### src/rtl/pktgen_stats_pkg.sv
package pktgen_stats_pkg;
  localparam int NUM_EV = 6;
  localparam int RUN_BIT = 0;
  localparam int SNAP_BIT = 6;
  localparam logic [2:0] STOP_CLR_CODE = 3'b100;
  localparam int CTRL_OFS = 'h00;
  localparam int CNT_BASE_OFS = 'h20;

  typedef struct packed {
    logic clrAll;
    logic takeSnap;
  } ctrlStrobe_t;
endpackage

### src/rtl/pktgen_stats_ctrl.sv
module pktgen_stats_ctrl
  import pktgen_stats_pkg::*;
#(
  parameter int ADDR_W = 8,
  parameter int DATA_W = 32
) (
  input  logic              clk,
  input  logic              rstN,
  input  logic              busWrEn,
  input  logic [ADDR_W-1:0] busAddr,
  input  logic [DATA_W-1:0] busWrData,
  output logic              runQ,
  output logic              snapQ,
  output ctrlStrobe_t       strb
);
  logic wrCtrl;
  logic stopCode;

  assign wrCtrl   = busWrEn && (busAddr == ADDR_W'(CTRL_OFS));
  assign stopCode = (busWrData[2:0] == STOP_CLR_CODE);

  always_comb begin
    strb.clrAll   = wrCtrl && stopCode;
    strb.takeSnap = wrCtrl && busWrData[SNAP_BIT] && !snapQ;
  end

  always_ff @(posedge clk) begin
    if (!rstN) begin
      runQ  <= 1'b0;
      snapQ <= 1'b0;
    end else if (wrCtrl) begin
      runQ  <= stopCode ? 1'b0 : busWrData[RUN_BIT];
      snapQ <= busWrData[SNAP_BIT];
    end
  end
endmodule

### src/rtl/pktgen_stats_dp.sv
module pktgen_stats_dp
  import pktgen_stats_pkg::*;
#(
  parameter int ADDR_W = 8,
  parameter int DATA_W = 32,
  parameter int EV_N   = NUM_EV
) (
  input  logic              clk,
  input  logic              rstN,
  input  logic [EV_N-1:0]   evVec,
  input  ctrlStrobe_t       strb,
  input  logic              runQ,
  input  logic              snapQ,
  input  logic              busRdEn,
  input  logic [ADDR_W-1:0] busAddr,
  output logic [DATA_W-1:0] busRdData
);
  localparam int CNT_W     = 2 * DATA_W;
  localparam int WORD_W    = ADDR_W - 2;
  localparam int BASE_WORD = CNT_BASE_OFS / 4;

  logic [CNT_W-1:0]  liveCnt [EV_N];
  logic [CNT_W-1:0]  snapCnt [EV_N];
  logic [CNT_W-1:0]  viewCnt [EV_N];
  logic [WORD_W-1:0] wordIdx;
  logic [DATA_W-1:0] rdMux;

  for (genvar g = 0; g < EV_N; g++) begin : gCnt
    always_ff @(posedge clk) begin
      if (!rstN)              liveCnt[g] <= '0;
      else if (strb.clrAll)   liveCnt[g] <= '0;
      else if (evVec[g])      liveCnt[g] <= liveCnt[g] + CNT_W'(1);
    end
    always_ff @(posedge clk) begin
      if (!rstN)              snapCnt[g] <= '0;
      else if (strb.clrAll)   snapCnt[g] <= '0;
      else if (strb.takeSnap) snapCnt[g] <= liveCnt[g];
    end
    assign viewCnt[g] = snapQ ? snapCnt[g] : liveCnt[g];
  end

  assign wordIdx = busAddr[ADDR_W-1:2];

  always_comb begin
    rdMux = '0;
    if (busAddr[1:0] == 2'b00) begin
      if (wordIdx == WORD_W'(CTRL_OFS / 4)) begin
        rdMux[RUN_BIT]  = runQ;
        rdMux[SNAP_BIT] = snapQ;
      end
      for (int k = 0; k < EV_N; k++) begin
        if (wordIdx == WORD_W'(BASE_WORD + 2 * k))
          rdMux = viewCnt[k][DATA_W-1:0];
        if (wordIdx == WORD_W'(BASE_WORD + 2 * k + 1))
          rdMux = viewCnt[k][CNT_W-1:DATA_W];
      end
    end
  end

  always_ff @(posedge clk) begin
    if (!rstN) busRdData <= '0;
    else       busRdData <= busRdEn ? rdMux : '0;
  end
endmodule

### src/rtl/pktgen_stats.sv
module pktgen_stats
  import pktgen_stats_pkg::*;
#(
  parameter int ADDR_W = 8,
  parameter int DATA_W = 32
) (
  input  logic              clk,
  input  logic              rstN,
  input  logic              busWrEn,
  input  logic              busRdEn,
  input  logic [ADDR_W-1:0] busAddr,
  input  logic [DATA_W-1:0] busWrData,
  output logic [DATA_W-1:0] busRdData,
  input  logic              txSop,
  input  logic              txEop,
  input  logic              txErr,
  input  logic              rxSop,
  input  logic              rxEop,
  input  logic              rxErr,
  output logic              genEnable
);
  ctrlStrobe_t       strb;
  logic              runQ;
  logic              snapQ;
  logic [NUM_EV-1:0] evVec;

  // counter order follows the read map: tx sop/eop/err, then rx sop/eop/err
  assign evVec = {rxErr, rxEop, rxSop, txErr, txEop, txSop};
  assign genEnable = runQ;

  pktgen_stats_ctrl #(.ADDR_W(ADDR_W), .DATA_W(DATA_W)) uCtrl (
    .clk(clk), .rstN(rstN), .busWrEn(busWrEn), .busAddr(busAddr),
    .busWrData(busWrData), .runQ(runQ), .snapQ(snapQ), .strb(strb)
  );

  pktgen_stats_dp #(.ADDR_W(ADDR_W), .DATA_W(DATA_W), .EV_N(NUM_EV)) uDp (
    .clk(clk), .rstN(rstN), .evVec(evVec), .strb(strb), .runQ(runQ),
    .snapQ(snapQ), .busRdEn(busRdEn), .busAddr(busAddr), .busRdData(busRdData)
  );
endmodule

### config.mk
export PLATFORM = sky130hd
export DESIGN_NAME = pktgen_stats
export DESIGN_NICKNAME = d
export VERILOG_FILES = /design/src/rtl/pktgen_stats_pkg.sv /design/src/rtl/pktgen_stats_ctrl.sv /design/src/rtl/pktgen_stats_dp.sv /design/src/rtl/pktgen_stats.sv
export SDC_FILE = /design/constraint.sdc
export NUM_CORES = 1
export LEC_CHECK = 0
export ABC_AREA = 0
export BUFFER_PORTS_ARGS = -buffer_cell sky130_fd_sc_hd__buf_4
export CAP_MARGIN = 20
export CORE_MARGIN = 2
export CORE_UTILIZATION = 47
export DETAILED_ROUTE_END_ITERATION = 7
export PLACE_DENSITY_LB_ADDON = 0.12
export SYNTH_ARGS = -nofsm -noshare
export SYNTH_HDL_FRONTEND = slang
export SYNTH_SLANG_ARGS = --single-unit
### constraint.sdc
create_clock -name clk -period 15.05 [get_ports clk]
set_clock_uncertainty 0.1 [all_clocks]
set_input_delay 3.7625 -clock clk [delete_from_list [all_inputs] [get_ports clk]]
set_output_delay 3.7625 -clock clk [all_outputs]
set_load 0.05 [all_outputs]
==> results.md, run 1 <==
- Worst-Margin Slew: 1150 ps
- DRT Wirelength: 139000 um
- Synth warn: 0
- Port Buf Inserts: 54
- Root buffer cell: clkbuf_16
- Nets: 4012
- Min Tclk post-route: 8320 ps
- Worst setup slack after placement: 6100 ps
- Synthesized-area fraction occupied by adder cells: 0.168%
- Final-report setup violation count: 0
- R2R setup slack: 10350 ps
- Vias in the first global route: 31300
- TritonCTS buffer count: 91
- Synth Area in Compound Gates: 9.63%
- RSZ-0062 raised after global routing: no
- Post-CTS Setup Bufs: 0
- Cell Pwr Density: 106 nW/um2
- Mux contribution to synthesized area: 8.78%
- Dpl cell area: 46000 um2
- CP required: 15220 ps
- Vias per std cell: 6.43
- Syn_nets: 4113
- Count leader, synth: edfxtp_1
- Core area: 93600 um2
- CP Launch Type: primary input
- Top_reg_cell synth: edfxtp_1
- Uppermost layer routed: met4
- Arr. time, crit path: 8480 ps
- Largest fanout on the critical path: 155
- R2r worst-path depth: 7
- Most instantiated cells after synthesis: edfxtp_1 (768), and3_1 (431), nor2_1 (272)
- Async set or reset register ratio after synthesis: 0%
- Seq cells post-synth: 802
- Rows: 112
- Simple-gate portion of the synthesized area: 21.0%
- Max-slew headroom: 22.7%
- Hold_buf cts: 0
- Setup TNS: 0 ps
- Cells on Worst Hold Path: 1
- Largest family of logic cells by synthesized area: simple AND/OR/NAND/NOR gates
- Max_cap viols: 0
- Placed cell count: 5113
- Worst r2r dst: uDp.busRdData[27]
- Largest net degree at the start of global routing: 203
- Met2 WL: 63500 um
- Hold Path Origin: uDp.liveCnt[2][83]
- DRT iter0 DRCs: 3766
- H-tree depth: 3
- DRC viols: 0
- CTS tree: done
- GRT Total Usage: 27.9%
- Post-Syn Area: 44600 um2
- Cell taking the most area after synthesis: edfxtp_1
- Pins Over Slew Limit: 0
- Outcome: complete, no violations
- CTS Buffer Depth: 3
- XOR/XNOR Fraction of Synth Area: 3.83%
- N_diodes: 0
- Fin. Hold Viols: 0
- LEAKAGE: 17.0 nW
- DP Wirelength: 91000 um
- CTS resizes: 0
- I/O pin total: 83
- Worst setup EP type: register
- ANT nets after route: 0
- Die ar.: 97300 um2
- Total Power Consumption: 5.17 mW
- Worst hold endpoint: uDp.snapCnt[5][19]
- Detailed-route via count: 33900
- Fraction of the cycle the final worst path needs: 55.3%
- Initial antenna violation count: 1
- GRT overflow: 0
- Worst vdd ir: 0.000111 V
- Post-Syn Area per Cell: 11.0 um2
- Area grow syn2layout: 9.54%
- Clock Latency Late Sink: 670 ps
- Post-synth top area share: 51.7%
- Post-layout instance area: 48800 um2
- Top post-synthesis cells by area: edfxtp_1 (52%), and3_1 (6.0%), mux2i_1 (5.1%)
- Clock Sinks: 802
- Yosys cell types: 72
- Post-synth EDFFs: 768
- Non-filler cells, final: 5276
- 1st-pass router iterations: 5
- Routed WL per cell: 26.4 um
- Die height: 312 um
- Worst setup margin: 6730 ps
- Layout cells sized above 1: 10.5%
- Utilization after layout: 52.2%
- Synth Instances: 4057
- R2R Path Start: uCtrl.snapQ
- Hold_ws: 534 ps
- Die Width: 312 um
- CP Class: primary input to register
- Sequential fraction of the synthesis area: 53.3%
- Initial Util: 47.6%
- Final Wtd Congestion: 0.935
- CTS clk-pin slew, worst paths: 60 ps
- Fmax: 120 MHz
- M1 WL: 59300 um
- HP Class: register to register
- First-pass GRT wire length: 207000 um
- Met3 Wirelength: 11800 um
==> cells by family (layout without fill, tap and decap cells) <==
| group | after synthesis | after routing |
|---|---|---|
| AO/OA/AOI/OAI | 647 | 647 |
| XOR/XNOR | 195 | 195 |
| adder cells (fa/ha/maj) | 6 | 6 |
| buffers and inverters | 371 | 336 |
| flip-flops | 802 | 802 |
| multiplexers | 354 | 354 |
| AND/OR/NAND/NOR | 1682 | 1682 |
==> layer usage <==
metal,track usage (%),vias up
li1,-,15600
met1,39.0,16900
met2,43.1,1277
met3,6.30,193
met4,9.09,0
met5,0,-
==> layout make-up <==
| class | count | area [um2] |
|---|---|---|
| fillers | 8417 | 44800 |
| well taps | 1254 | 1570 |
| clock buffers | 127 | 2630 |
| inverters | 54 | 203 |
| multi-input cells | 2884 | 19500 |
| flip-flops and latches | 802 | 23700 |
| clock inverters | 32 | 200 |
| repair buffers | 123 | 1010 |
==> how the worst max path moves through the flow <==
stage	cells after the start	from	endpoint
after floorplan	7	busAddr[7]	uDp.snapCnt[0][0]
after global placement	8	busAddr[6]	uDp.snapCnt[5][42]
after detailed placement	8	busAddr[6]	uDp.snapCnt[5][63]
after CTS	8	busAddr[6]	uDp.snapCnt[5][50]
after global routing	8	busAddr[6]	uDp.snapCnt[5][53]
final	8	busAddr[6]	uDp.snapCnt[5][63]
==> cell usage in the layout (no fill, tap or decap), types with 12 or more instances in the layout <==
cell	instances
or4_1	105
nand2_1	226
o21a_1	19
a211oi_1	52
clkinv_1	12
nor2_1	270
clkbuf_16	98
nand3_1	181
nor3b_1	24
a21oi_1	165
and2_1	19
clkinv_2	16
a221oi_1	24
mux4_2	19
nand4_1	135
o22ai_1	53
buf_4	113
o21ai_0	116
inv_1	53
mux2_2	108
dfxtp_1	33
xor2_1	125
nor4_1	52
or3_1	70
o211ai_1	32
a2111oi_0	20
nor2b_1	25
nor3_1	42
clkbuf_1	22
a22oi_1	29
mux2i_1	227
and4_1	45
o31ai_1	68
edfxtp_1	768
o41a_1	22
and3_1	431
xnor2_1	70
==> power breakdown <==
part	switching, mW	leakage, nW	internal [mW]
registers	0.121	8.53	2.55
clock network	0.920	1.40	1.24
logic	0.228	7.04	0.105
total	1.27	17.0	3.90
==> critical path: stages <==
cell and delay (ps):
buf_4 140, or4_1 610, or3_1 480, nor3b_4 210
buf_4 790, nand2b_4 870, buf_4 620, buf_12 640
==> registers in the layout, indices dropped and copies added, names as in the netlist <==
register / flops
uCtrl.snapQ: 1
uDp.liveCnt: 384
uCtrl.runQ: 1
uDp.snapCnt: 384
uDp.busRdData: 32
Power figures use the tool's default switching activity.
==> inputs of run 2 (changes only) <==
==> constraint.sdc (replaced) <==
create_clock -name clk -period 7.9 [get_ports clk]
set_clock_uncertainty 0.1 [all_clocks]
set_input_delay 1.975 -clock clk [delete_from_list [all_inputs] [get_ports clk]]
set_output_delay 1.975 -clock clk [all_outputs]
set_load 0.05 [all_outputs]
==> run 2 against run 1 <==
Final cell count up 0.27%. Critical path depth down 1. Count of clock-buffer cells in the layout down 9. Non-clock buffer count up 4. Clock power up 93%. Worst hold slack better by 3.8 ps. Register-to-register slack worse by 6300 ps. Critical path type unchanged.
==> results.md, run 2 (synthesized netlist as in run 1, its figures left out) <==
- DP Wirelength: 93500 um
- Worst setup EP type: register
- Initial antenna violation count: 4
- DRC viols: 0
- Pins Over Slew Limit: 0
- Die ar.: 97300 um2
- Commonest non-fill, non-tap cell in the layout: edfxtp_1
- Largest fanout on the critical path: 203
- CTS resizes: 0
- Worst path cell trace: buf_4 -> or3b_2 -> or3_1 -> nor3b_4 -> buf_12 -> nand2b_2 -> buf_4
- Vias per std cell: 6.44
- Grt met2 use: 42.8%
- Core area: 93600 um2
- H-tree depth: 3
- HP Class: register to register
- 1st-pass router iterations: 6
- CTS clk-pin slew, worst paths: 60 ps
- Worst vdd ir: 0.000171 V
- Initial Util: 47.6%
- LEAKAGE: 17.0 nW
- DRT Wirelength: 139000 um
- CTS Buffer Depth: 3
- Final-report setup violation count: 0
- Setup TNS: 0 ps
- Outcome: complete, no violations
- Cell Pwr Density: 202 nW/um2
- Met3 GRT Util: 6.46%
- Max_cap viols: 0
- Fin. Hold Viols: 0
- Clock Latency Late Sink: 670 ps
- Vias in the first global route: 31500
- RSZ-0062 raised after global routing: no
- Fill count: 8385
- Crit path top cell by count: buf_4
- Routed WL per cell: 26.3 um
- CP Launch Type: primary input
- Fmax: 192 MHz
- Port Buf Inserts: 54
- Largest regs: uDp.liveCnt x384, uDp.snapCnt x384, uDp.busRdData x32
- Area grow syn2layout: 9.74%
- CP required: 8070 ps
- Detailed-route via count: 34100
- Largest net degree at the start of global routing: 204
- CP Capture Point: uDp.snapCnt[4][63]
- Final Wtd Congestion: 0.952
- R2R Path Start: uCtrl.snapQ
- GRT Total Usage: 28.1%
- Max-slew headroom: 23.5%
- Met1 Use GR: 38.8%
- Multi-input logic area: 19500 um2
- R2R setup slack: 4040 ps
- Most Crowded Layer GR: met2
- First-pass GRT wire length: 208000 um
- Dpl cell area: 46100 um2
- R2r worst-path depth: 6
- Worst-Margin Slew: 1140 ps
- CTS tree: done
- Fraction of the cycle the final worst path needs: 66.0%
- Die Width: 312 um
- Commonest non-fill, non-tap cells in the layout: edfxtp_1 (768), and3_1 (431), nor2_1 (270)
- I/O pin total: 83
- Worst r2r dst: uDp.busRdData[24]
- TritonCTS buffer count: 91
- Critical path launch point: busWrEn
- Die height: 312 um
- ANT nets after route: 0
- Post-CTS Setup Bufs: 0
- CP Class: primary input to register
- Hold Path Origin: uDp.liveCnt[1][127]
- DRT iter0 DRCs: 4177
- Nets: 4016
- Layout cells sized above 1: 10.6%
- Sequential cell area: 23700 um2
- Clock Sinks: 802
- Rows: 112
- Min Tclk post-route: 5210 ps
- Post-layout instance area: 48900 um2
- Critical Path Max Stage Delay: 740 ps
- GRT overflow: 0
- Root buffer cell: clkbuf_16
- Arr. time, crit path: 5380 ps
- CP max-delay cell: buf_4
- Hold_buf cts: 0
-- run 2: power breakdown --
part	switching (mW)	internal, mW	leakage, nW
clock	1.77	2.40	1.41
sequential	0.232	4.86	8.53
combinational	0.437	0.204	7.08
total	2.44	7.46	17.0
-- run 2: worst max-delay path, delay by kind of cell --
family                 cells  cell delay (ps)
and+or+nand+nor            4             1700
buffers and inverters      3             1560
-- run 2: how the worst min path moves through the flow --
stage | endpoint | slack, ps | depth (start not counted)
finish | uDp.snapCnt[3][63] | 540 | 1
floorplan | uDp.snapCnt[0][63] | 480 | 1
CTS | uCtrl.runQ | 530 | 2
global placement | uDp.snapCnt[4][63] | 520 | 1
global route | uDp.snapCnt[4][1] | 570 | 1
detailed placement | uCtrl.runQ | 520 | 2
-- run 2: per-stage QoR --
stage                     util [%]  worst slack [ps]  hold WS [ps]  cells  total power, mW
after floorplan                  -              1320           482   4057             5.50
after global placement        49.2              2090           518   5120             5.79
after detailed placement      49.2              2090           521   5121             5.80
after CTS                     52.3              2790           533   5285             9.94
after global routing          52.3              2570           568   5285             10.2
final                         52.3              2690           538   5290             9.90
-- run 2: per-layer routing --
layer | vias to the layer above | share of wire (%)
met2 | 1332 | 45
met1 | 16900 | 42
met5 | - | 0.10
met4 | 2 | 4.4
met3 | 238 | 8.1
li1 | 15600 | -
-- run 2: area by class of cell --
| class | count | share of cell area [%] |
|---|---|---|
| clock buffer | 118 | 5.07 |
| timing repair buffer | 127 | 2.15 |
| clock inverter | 46 | 0.775 |
| inverter | 54 | 0.414 |
| antenna | 5 | 0.0256 |
| tap | 1254 | 3.21 |
| sequential | 802 | 48.5 |
| multi-input combinational | 2884 | 39.8 |
